## config.mk

```make
export PLATFORM = sky130hd
export DESIGN_NAME = dsadc_seq
export DESIGN_NICKNAME = d
export VERILOG_FILES = /design/src/rtl/dsadc_pkg.sv /design/src/rtl/dsadc_sync.sv /design/src/rtl/dsadc_phase_ctrl.sv /design/src/rtl/dsadc_result_latch.sv /design/src/rtl/dsadc_seq.sv
export SDC_FILE = /design/constraint.sdc
export NUM_CORES = 1
export LEC_CHECK = 0
export ABC_CLOCK_PERIOD_IN_PS = 1700
export BUFFER_PORTS_ARGS = -buffer_cell sky130_fd_sc_hd__buf_2
export CORE_MARGIN = 8
export CORE_UTILIZATION = 52
export DETAILED_ROUTE_END_ITERATION = 7
export GPL_TIMING_DRIVEN = 1
export HOLD_SLACK_MARGIN = 0.08
export PLACE_DENSITY = 0.75
export SYNTH_ARGS = -nofsm -noshare
export SYNTH_HDL_FRONTEND = slang
export SYNTH_SLANG_ARGS = --single-unit
```

## constraint.sdc

```tcl
create_clock -name clk -period 1.7 [get_ports clk]
set_input_delay 0 -clock clk [delete_from_list [all_inputs] [get_ports clk]]
set_output_delay 0 -clock clk [all_outputs]
set_load 0.01 [all_outputs]
```

## src/rtl/dsadc_pkg.sv

```systemverilog
package dsadc_pkg;

  typedef enum logic [1:0] {
    PH_AZ  = 2'd0,
    PH_INT = 2'd1,
    PH_RD  = 2'd2
  } phase_e;

  // Width able to hold the largest count any phase reaches.
  function automatic int unsigned f_cnt_w(input int unsigned fix_c, input int unsigned rd_max);
    int unsigned top;
    top = (fix_c > rd_max) ? fix_c : rd_max;
    return $clog2(top + 1);
  endfunction

  // The integrator is back at its start level once the comparator leaves the sampled sign.
  function automatic logic f_crossed(input logic cmp_now, input logic held_pos);
    return cmp_now != held_pos;
  endfunction

  // The overrange flag is raised only when the limit is hit without a crossing.
  function automatic logic f_overrange(input logic crossed, input logic at_limit);
    return at_limit && !crossed;
  endfunction

endpackage

```

## src/rtl/dsadc_sync.sv

```systemverilog
module dsadc_sync #(
  parameter int STAGES = 2
) (
  input  logic clk,
  input  logic rst_n,
  input  logic d,
  output logic q
);
  logic [STAGES-1:0] chain_q;

  generate
    for (genvar i = 0; i < STAGES; i++) begin : g_stage
      if (i == 0) begin : g_first
        always_ff @(posedge clk or negedge rst_n)
          if (!rst_n) chain_q[0] <= 1'b0;
          else        chain_q[0] <= d;
      end else begin : g_rest
        always_ff @(posedge clk or negedge rst_n)
          if (!rst_n) chain_q[i] <= 1'b0;
          else        chain_q[i] <= chain_q[i-1];
      end
    end
  endgenerate

  assign q = chain_q[STAGES-1];
endmodule

```

## src/rtl/dsadc_phase_ctrl.sv

```systemverilog
module dsadc_phase_ctrl
  import dsadc_pkg::*;
#(
  parameter int FIX_CYCLES = 1000,
  parameter int READ_MAX   = 2000,
  parameter int CNT_W      = 11
) (
  input  logic             clk,
  input  logic             rst_n,
  input  logic             cmp_s,
  output logic             az_en,
  output logic             integ_en,
  output logic             read_en,
  output logic             pos_q,
  output logic             rd_done,
  output logic             rd_ovr,
  output logic [CNT_W-1:0] rd_count
);
  localparam logic [CNT_W-1:0] FIX_LAST = CNT_W'(FIX_CYCLES - 1);
  localparam logic [CNT_W-1:0] RD_LIMIT = CNT_W'(READ_MAX);

  phase_e           phase_q, phase_d;
  logic [CNT_W-1:0] cnt_q, cnt_d;
  logic             pos_d;
  logic             crossed, at_limit, fix_end;

  assign crossed  = f_crossed(cmp_s, pos_q);
  assign at_limit = (cnt_q == RD_LIMIT);
  assign fix_end  = (cnt_q == FIX_LAST);

  always_comb begin
    phase_d = phase_q;
    cnt_d   = cnt_q + 1'b1;
    pos_d   = pos_q;
    rd_done = 1'b0;
    rd_ovr  = 1'b0;
    unique case (phase_q)
      PH_AZ: if (fix_end) begin
        phase_d = PH_INT;
        cnt_d   = '0;
      end
      PH_INT: if (fix_end) begin
        phase_d = PH_RD;
        cnt_d   = '0;
        pos_d   = cmp_s;
      end
      PH_RD: if (crossed || at_limit) begin
        phase_d = PH_AZ;
        cnt_d   = '0;
        rd_done = 1'b1;
        rd_ovr  = f_overrange(crossed, at_limit);
      end
      default: begin
        phase_d = PH_AZ;
        cnt_d   = '0;
      end
    endcase
  end

  always_ff @(posedge clk or negedge rst_n) begin
    if (!rst_n) begin
      phase_q  <= PH_AZ;
      cnt_q    <= '0;
      pos_q    <= 1'b0;
      az_en    <= 1'b1;
      integ_en <= 1'b0;
      read_en  <= 1'b0;
    end else begin
      phase_q  <= phase_d;
      cnt_q    <= cnt_d;
      pos_q    <= pos_d;
      az_en    <= (phase_d == PH_AZ);
      integ_en <= (phase_d == PH_INT);
      read_en  <= (phase_d == PH_RD);
    end
  end

  assign rd_count = cnt_q;

  // one switch enable at a time
  p_onehot_r4: assert property (@(posedge clk) disable iff (!rst_n)
    $onehot({az_en, integ_en, read_en}));

  // integrate only follows autozero, read only follows integrate, autozero only follows read
  p_order_int_r1: assert property (@(posedge clk) disable iff (!rst_n)
    $rose(integ_en) |-> $past(az_en));
  p_order_rd_r1: assert property (@(posedge clk) disable iff (!rst_n)
    $rose(read_en) |-> $past(integ_en));
  p_order_az_r1: assert property (@(posedge clk) disable iff (!rst_n)
    $rose(az_en) |-> $past(read_en));

  // fixed phases leave only from their last count
  p_az_len_r2: assert property (@(posedge clk) disable iff (!rst_n)
    $fell(az_en) |-> ($past(cnt_q) == FIX_LAST));
  p_int_len_r3: assert property (@(posedge clk) disable iff (!rst_n)
    $fell(integ_en) |-> ($past(cnt_q) == FIX_LAST));

  // reference polarity held through read
  p_ref_hold_r5: assert property (@(posedge clk) disable iff (!rst_n)
    (read_en && $past(read_en)) |-> $stable(pos_q));

  // read counter never passes the limit
  p_rd_cap_r7: assert property (@(posedge clk) disable iff (!rst_n)
    read_en |-> (cnt_q <= RD_LIMIT));
endmodule

```

## src/rtl/dsadc_result_latch.sv

```systemverilog
module dsadc_result_latch #(
  parameter int CNT_W    = 11,
  parameter int READ_MAX = 2000
) (
  input  logic             clk,
  input  logic             rst_n,
  input  logic             rd_done,
  input  logic             rd_ovr,
  input  logic             pos,
  input  logic [CNT_W-1:0] rd_count,
  output logic [CNT_W-1:0] result,
  output logic             res_pos,
  output logic             res_ovr,
  output logic             res_valid
);
  always_ff @(posedge clk or negedge rst_n) begin
    if (!rst_n) begin
      result    <= '0;
      res_pos   <= 1'b0;
      res_ovr   <= 1'b0;
      res_valid <= 1'b0;
    end else begin
      res_valid <= rd_done;
      if (rd_done) begin
        result  <= rd_count;
        res_pos <= pos;
        res_ovr <= rd_ovr;
      end
    end
  end

  // strobe is a single cycle
  p_valid_pulse_r8: assert property (@(posedge clk) disable iff (!rst_n)
    res_valid |=> !res_valid);
  // latches move only with a strobe
  p_hold_r8: assert property (@(posedge clk) disable iff (!rst_n)
    !res_valid |-> ($stable(result) && $stable(res_pos) && $stable(res_ovr)));
  // overrange always reports the saturated count
  p_ovr_sat_r7: assert property (@(posedge clk) disable iff (!rst_n)
    (res_valid && res_ovr) |-> (result == CNT_W'(READ_MAX)));
endmodule

```

## src/rtl/dsadc_seq.sv

```systemverilog
module dsadc_seq
  import dsadc_pkg::*;
#(
  parameter int FIX_CYCLES = 1000,
  parameter int READ_MAX   = 2000,
  parameter int SYNC_STAGES = 2,
  localparam int CNT_W = f_cnt_w(FIX_CYCLES, READ_MAX)
) (
  input  logic             clk,
  input  logic             rst_n,
  input  logic             cmp_in,
  output logic             az_en,
  output logic             integ_en,
  output logic             read_en,
  output logic             ref_neg,
  output logic [CNT_W-1:0] result,
  output logic             res_pos,
  output logic             res_ovr,
  output logic             res_valid
);
  logic             cmp_s;
  logic             pos_q;
  logic             rd_done, rd_ovr;
  logic [CNT_W-1:0] rd_count;

  dsadc_sync #(.STAGES(SYNC_STAGES)) u_sync (
    .clk(clk), .rst_n(rst_n), .d(cmp_in), .q(cmp_s)
  );

  dsadc_phase_ctrl #(
    .FIX_CYCLES(FIX_CYCLES), .READ_MAX(READ_MAX), .CNT_W(CNT_W)
  ) u_ctrl (
    .clk(clk), .rst_n(rst_n), .cmp_s(cmp_s),
    .az_en(az_en), .integ_en(integ_en), .read_en(read_en),
    .pos_q(pos_q), .rd_done(rd_done), .rd_ovr(rd_ovr), .rd_count(rd_count)
  );

  dsadc_result_latch #(.CNT_W(CNT_W), .READ_MAX(READ_MAX)) u_latch (
    .clk(clk), .rst_n(rst_n), .rd_done(rd_done), .rd_ovr(rd_ovr),
    .pos(pos_q), .rd_count(rd_count),
    .result(result), .res_pos(res_pos), .res_ovr(res_ovr), .res_valid(res_valid)
  );

  // Positive input sampled -> negative reference applied
  assign ref_neg = pos_q;

  // strobe lands in the first autozero cycle
  p_valid_az_r8: assert property (@(posedge clk) disable iff (!rst_n)
    res_valid |-> (az_en && $past(read_en)));
endmodule

```

Word level (Yosys, flattened, before mapping)
Cells that the tools add are included.
{"block": "totals", "ramBits": 0, "out_inout_bits": 18, "regBits": 33, "n_memories": 0, "input_bits": 3, "word_cells": 38, "mem_bits_ro": 0, "latch_bits": 0}
{"block": "classes", "mux": 11, "addsub": 1, "magnitude_cmp": 0, "reduce_logical": 7, "multipliers": 0, "shift": 0, "div_mod_pow": 0, "bitwise_logic": 0, "eq_ne": 7}
{"cell": "$mux 11", "count": 2}
{"cell": "$pmux 11 s2", "count": 1}
{"cell": "$add 11x1->11 const B", "count": 1}
{"cell": "$eq 11x10->1 const B", "count": 1}
{"cell": "$eq 11x11->1 const B", "count": 1}
{"cell": "$mux 2", "count": 3}
{"cell": "$pmux 2 s3", "count": 1}
{"cell": "$eq 2x1->1 const B", "count": 2}
{"cell": "$eq 2x2->1 const B", "count": 2}
{"cell": "$logic_not 2->1", "count": 2}
{"cell": "$mux 1", "count": 4}
{"cell": "$reduce_and 2->1", "count": 1}
{"cell": "$reduce_or 2->1", "count": 1}
{"cell": "$logic_and 1x1->1", "count": 1}
{"cell": "$logic_not 1->1", "count": 1}
{"cell": "$logic_or 1x1->1", "count": 1}
{"cell": "$ne 1x1->1", "count": 1}

Longest topological paths before layout
{"block": "depth", "word_depth": 5, "depth_mapped": 6, "mapped_depth_nobuf": 5}

Hierarchy
A second synthesis with hierarchy kept.
{"block": "hier_totals", "cells_unflattened": 106, "hier_area_um2": 1421.4}
{"mod": "dsadc_phase_ctrl", "area_per_inst_um2": 825.8, "cells_each": 76, "n_inst": 1}
{"mod": "dsadc_result_latch", "area_per_inst_um2": 545.5, "cells_each": 28, "n_inst": 1}
{"mod": "dsadc_sync", "area_per_inst_um2": 50.0, "cells_each": 2, "n_inst": 1}

Worst setup path before layout
No wires, ideal clock.
{"block": "synth_path", "path_kind": "flip-flop to flip-flop", "startpoint": "register u_ctrl.cnt_q[4] (netlist: u_ctrl.rd_count[4])", "endpoint": "register u_ctrl.pos_q", "stages_incl_launch_ff": 4, "slack_ns": -0.013, "setup_time_ns": 0.128, "t_arrival_ns": 1.585, "cell_sequence": "dfrtp_1 > or4b_4 > nor4_4 > mux2_1"}
{"block": "synth_via", "elab_chain_cells": 2}
{"element": "start, declared", "line_no": "dsadc_phase_ctrl.sv:23", "source": "logic [CNT_W-1:0] cnt_q, cnt_d;"}
{"element": "start signal, assigned", "line_no": "dsadc_phase_ctrl.sv:70", "source": "cnt_q <= cnt_d;"}
{"element": "$eq 11x10->1", "line_no": "dsadc_phase_ctrl.sv:29", "source": "assign fix_end = (cnt_q == FIX_LAST);"}
{"element": "$reduce_and 2->1 (no source line)"}
{"element": "end signal, assigned", "line_no": "dsadc_phase_ctrl.sv:71", "source": "pos_q <= pos_d;"}
{"element": "end, declared", "line_no": "dsadc_phase_ctrl.sv:14", "source": "output logic pos_q,"}
No other way between the ends.
A chain may end at the register's enable or synchronous reset.

Worst setup path after layout
Same ends and word-level chain as after synthesis.

==> flow_metrics.tcl <==
set metrics [dict create \
    nFillCells 267 \
    critPathLaunchType "register" \
    setup-tns-final_ns 0 \
    synthArstFlopShare 1.000 \
    synth_cell_type_count 39 \
    grt_pass1_vias 1598 \
    synth_cells 175 \
    slew_headroom 0.5126 \
    multi_input_area_um2 903.4 \
    final_max_slew_viol_count 0 \
    synth.avg_cell_area_um2 10.27 \
    ff_latch_area_um2 828.3 \
    clkSinkCount 33 \
    drc_errors 0 \
    hold_viol_final 0 \
    setup_viol 0 \
    drive_gt1_frac 0.2884 \
    wl_um 4593 \
    timing.final.ws_setup_ns 0.02364 \
    overflow 0 \
    cts_buffer_depth 2 \
    timing.max_cap.violations 0 \
    synth_common_cells "dfrtp_1, nand3_1, a22oi_1" \
    worstMarginPinSlew_ns 0.7312 \
    finalWeightedCongestion 0.8609 \
    root_buffer "clkbuf_4" \
    stdcell_count 261 \
    nets 219 \
    placed_cell_area_um2 2071 \
    power_density_nw_per_um2 577.8 \
    die_x_um 74.80 \
    yosysTopAreaCell "dfrtp_1" \
    drt-vias-per-instance 6.391 \
    dp_cells 249 \
    place_ws_ns 0.01058 \
    wire_per_inst_um 17.60 \
    place.port_buffers 20 \
    crit_slowest_cell "or4b_4" \
    rsz0062_at_grt "true" \
    fp-row-count 21 \
    ys.flop_type "dfrtp_1" \
    place_hpwl_um 3315 \
    path_clk_slew_ns 0.11 \
    post-synth-top-area-fraction 0.4454 \
    vias 1668 \
    area_delta_synth_final_pct 20.53 \
    drt_pass1_iterations 4 \
    p_leak_uw 0.001043 \
    grtUsageTotal 0.1794 \
    outcome "complete, no violations" \
    finalWorstPathRequiredPeriod_ns 1.676 \
    fin_crit_sh 0.9861 \
    die-area_um2 5595 \
    h-tree-depth 2 \
    yosys_warnings 0 \
    cp-end-kind "register" \
    max_stage_delay_ns 0.58 \
    grt_max_degree 34 \
    synth_edf_count 0 \
    antenna_found_initial 0 \
    finalInstanceArea_um2 2167 \
    syn-cell-area_um2 1798 \
    irDropWorstVdd_mv 0.3846 \
    critPathKind "register to register" \
    hold_class "input pin to async pin" \
    ant_nets 0 \
    synth.most_common_cell "dfrtp_1" \
    cp.required_ns 1.93 \
    yosysSeqAreaShare 0.4600 \
    core_area_um2 3337 \
    cts_buffers 5 \
    cts_tree "yes" \
    ys_ff_latch 33 \
    crit_fanout 3 \
    netlist_top_cells_area "dfrtp_1, a22oi_1, nand3_1" \
    clk_latency_ns 0.34 \
    die_height_um 74.80 \
    num_antenna_cells 0 \
    arrival_ns 1.91 \
    cp_cell_sequence "or4b_4, nor4_4, mux2_1" \
    grt_pass1_wl_um 7797 \
    skew_ns 0.01307 \
    io_pins 21 \
    syn-num-nets 180 \
    start_util 0.5388 \
    drt-initial-drc-count 126 \
    max_freq_mhz 596.5 \
]
==> final timing paths <==
| kind | from | end | slack (ns) | depth (start not counted) |
|---|---|---|---|---|
| min in group clk | cmp_in | u_sync.chain_q[0] | 0.32 | 2 |
| max | u_ctrl.rd_count[4] | u_ctrl.pos_q | 0.02 | 3 |
| max reg2reg | u_ctrl.rd_count[4] | u_ctrl.pos_q | 0.02 | 3 |
| min reg2reg | u_sync.chain_q[0] | u_sync.q | 0.36 | 0 |
| min | rst_n | u_latch.result[6] | 0.23 | 2 |
| max in group asynchronous | rst_n | u_ctrl.rd_count[7] | 0.95 | 2 |
==> per-stage QoR <==
stage / power, µW / hold slack [ns] / utilization
after floorplan: 813.1 / -0.2956 / -
after global routing: 1301 / 0.3116 / 0.6494
after CTS: 1263 / 0.2552 / 0.6427
after global placement: 835.1 / 0.08873 / 0.6205
after detailed placement: 837.0 / 0.09804 / 0.6205
final: 1252 / 0.2317 / 0.6494
==> timing repair <==
item | 4_1_cts | 5_1_grt
gates resized for setup | 1 | 2
hold endpoints to repair | 33 | 0
pin swaps | 0 | 2
setup buffers | 0 | 2
endpoints found under the setup margin | 1 | 14
hold buffers | 2 | 0
==> critical path: cells and delay by family, from the launching register on <==
family	cells	cell delay, ns
mux	1	0.37
simple gates	2	0.81
flops	1	0.40
==> cell families (layout without fill, tap and decap cells) <==
family | count (synthesis) | in the layout | share of synthesized area
simple gates | 66 | 66 | 0.2491
compound gates | 49 | 49 | 0.2039
flops | 33 | 33 | 0.4600
buf+inv | 19 | 59 | 0.04245
xor+xnor | 5 | 5 | 0.02436
fa+ha+maj | 2 | 2 | 0.01392
mux | 1 | 1 | 0.006263
==> layer usage <==
layer	share of wire	GRT usage	wire, µm
met5	0	0	0
met1	0.44	0.2294	2014
met4	0.016	0.07609	75
met2	0.49	0.2807	2233
met3	0.059	0.04394	270
==> state kept, by name, summed over array words and instances (netlist names) <==
| register | cells |
|---|---|
| u_ctrl.rd_count | 11 |
| u_latch.result | 11 |
| u_ctrl.phase_q | 2 |
| u_ctrl.az_en | 1 |
| u_ctrl.integ_en | 1 |
| u_ctrl.pos_q | 1 |
| u_ctrl.read_en | 1 |
| u_latch.res_ovr | 1 |
| u_latch.res_pos | 1 |
| u_latch.res_valid | 1 |
| u_sync.chain_q | 1 |
| u_sync.q | 1 |
==> layout by cell type, fill, tap and decap left out, types with 3 or more instances in the layout <==
master / netlist / layout
nand2b_1: 3 / 3
o31ai_1: 4 / 4
buf_4: 0 / 26
a21oi_1: 7 / 7
dfrtp_1: 32 / 31
nand4_1: 12 / 12
nand2_1: 6 / 6
o311ai_0: 3 / 3
and3b_1: 8 / 8
o21ai_0: 3 / 3
xor2_1: 3 / 3
buf_2: 4 / 20
or3_1: 3 / 3
inv_1: 3 / 3
nand3_1: 19 / 19
o311ai_1: 10 / 10
clkbuf_4: 0 / 5
a22oi_1: 15 / 15
or4_1: 3 / 3
==> area by class of cell <==
cell class / instances / area share
multi-input cells: 123 / 0.4169
flip-flops and latches: 33 / 0.3822
repair buffers: 48 / 0.1455
well taps: 46 / 0.02656
clock buffers: 6 / 0.01905
inverters: 3 / 0.005196
clock inverters: 2 / 0.004619
==> power breakdown <==
| part | switching, µW | leakage (µW) | total [µW] | internal, µW |
|---|---|---|---|---|
| clock | 270 | 0.0000320 | 427 | 157 |
| sequential | 1.85 | 0.000437 | 789 | 787 |
| combinational | 26.9 | 0.000574 | 35.9 | 9.02 |
| total | 299 | 0.00104 | 1250 | 953 |
No activity file was read; power rests on OpenSTA's default activity.
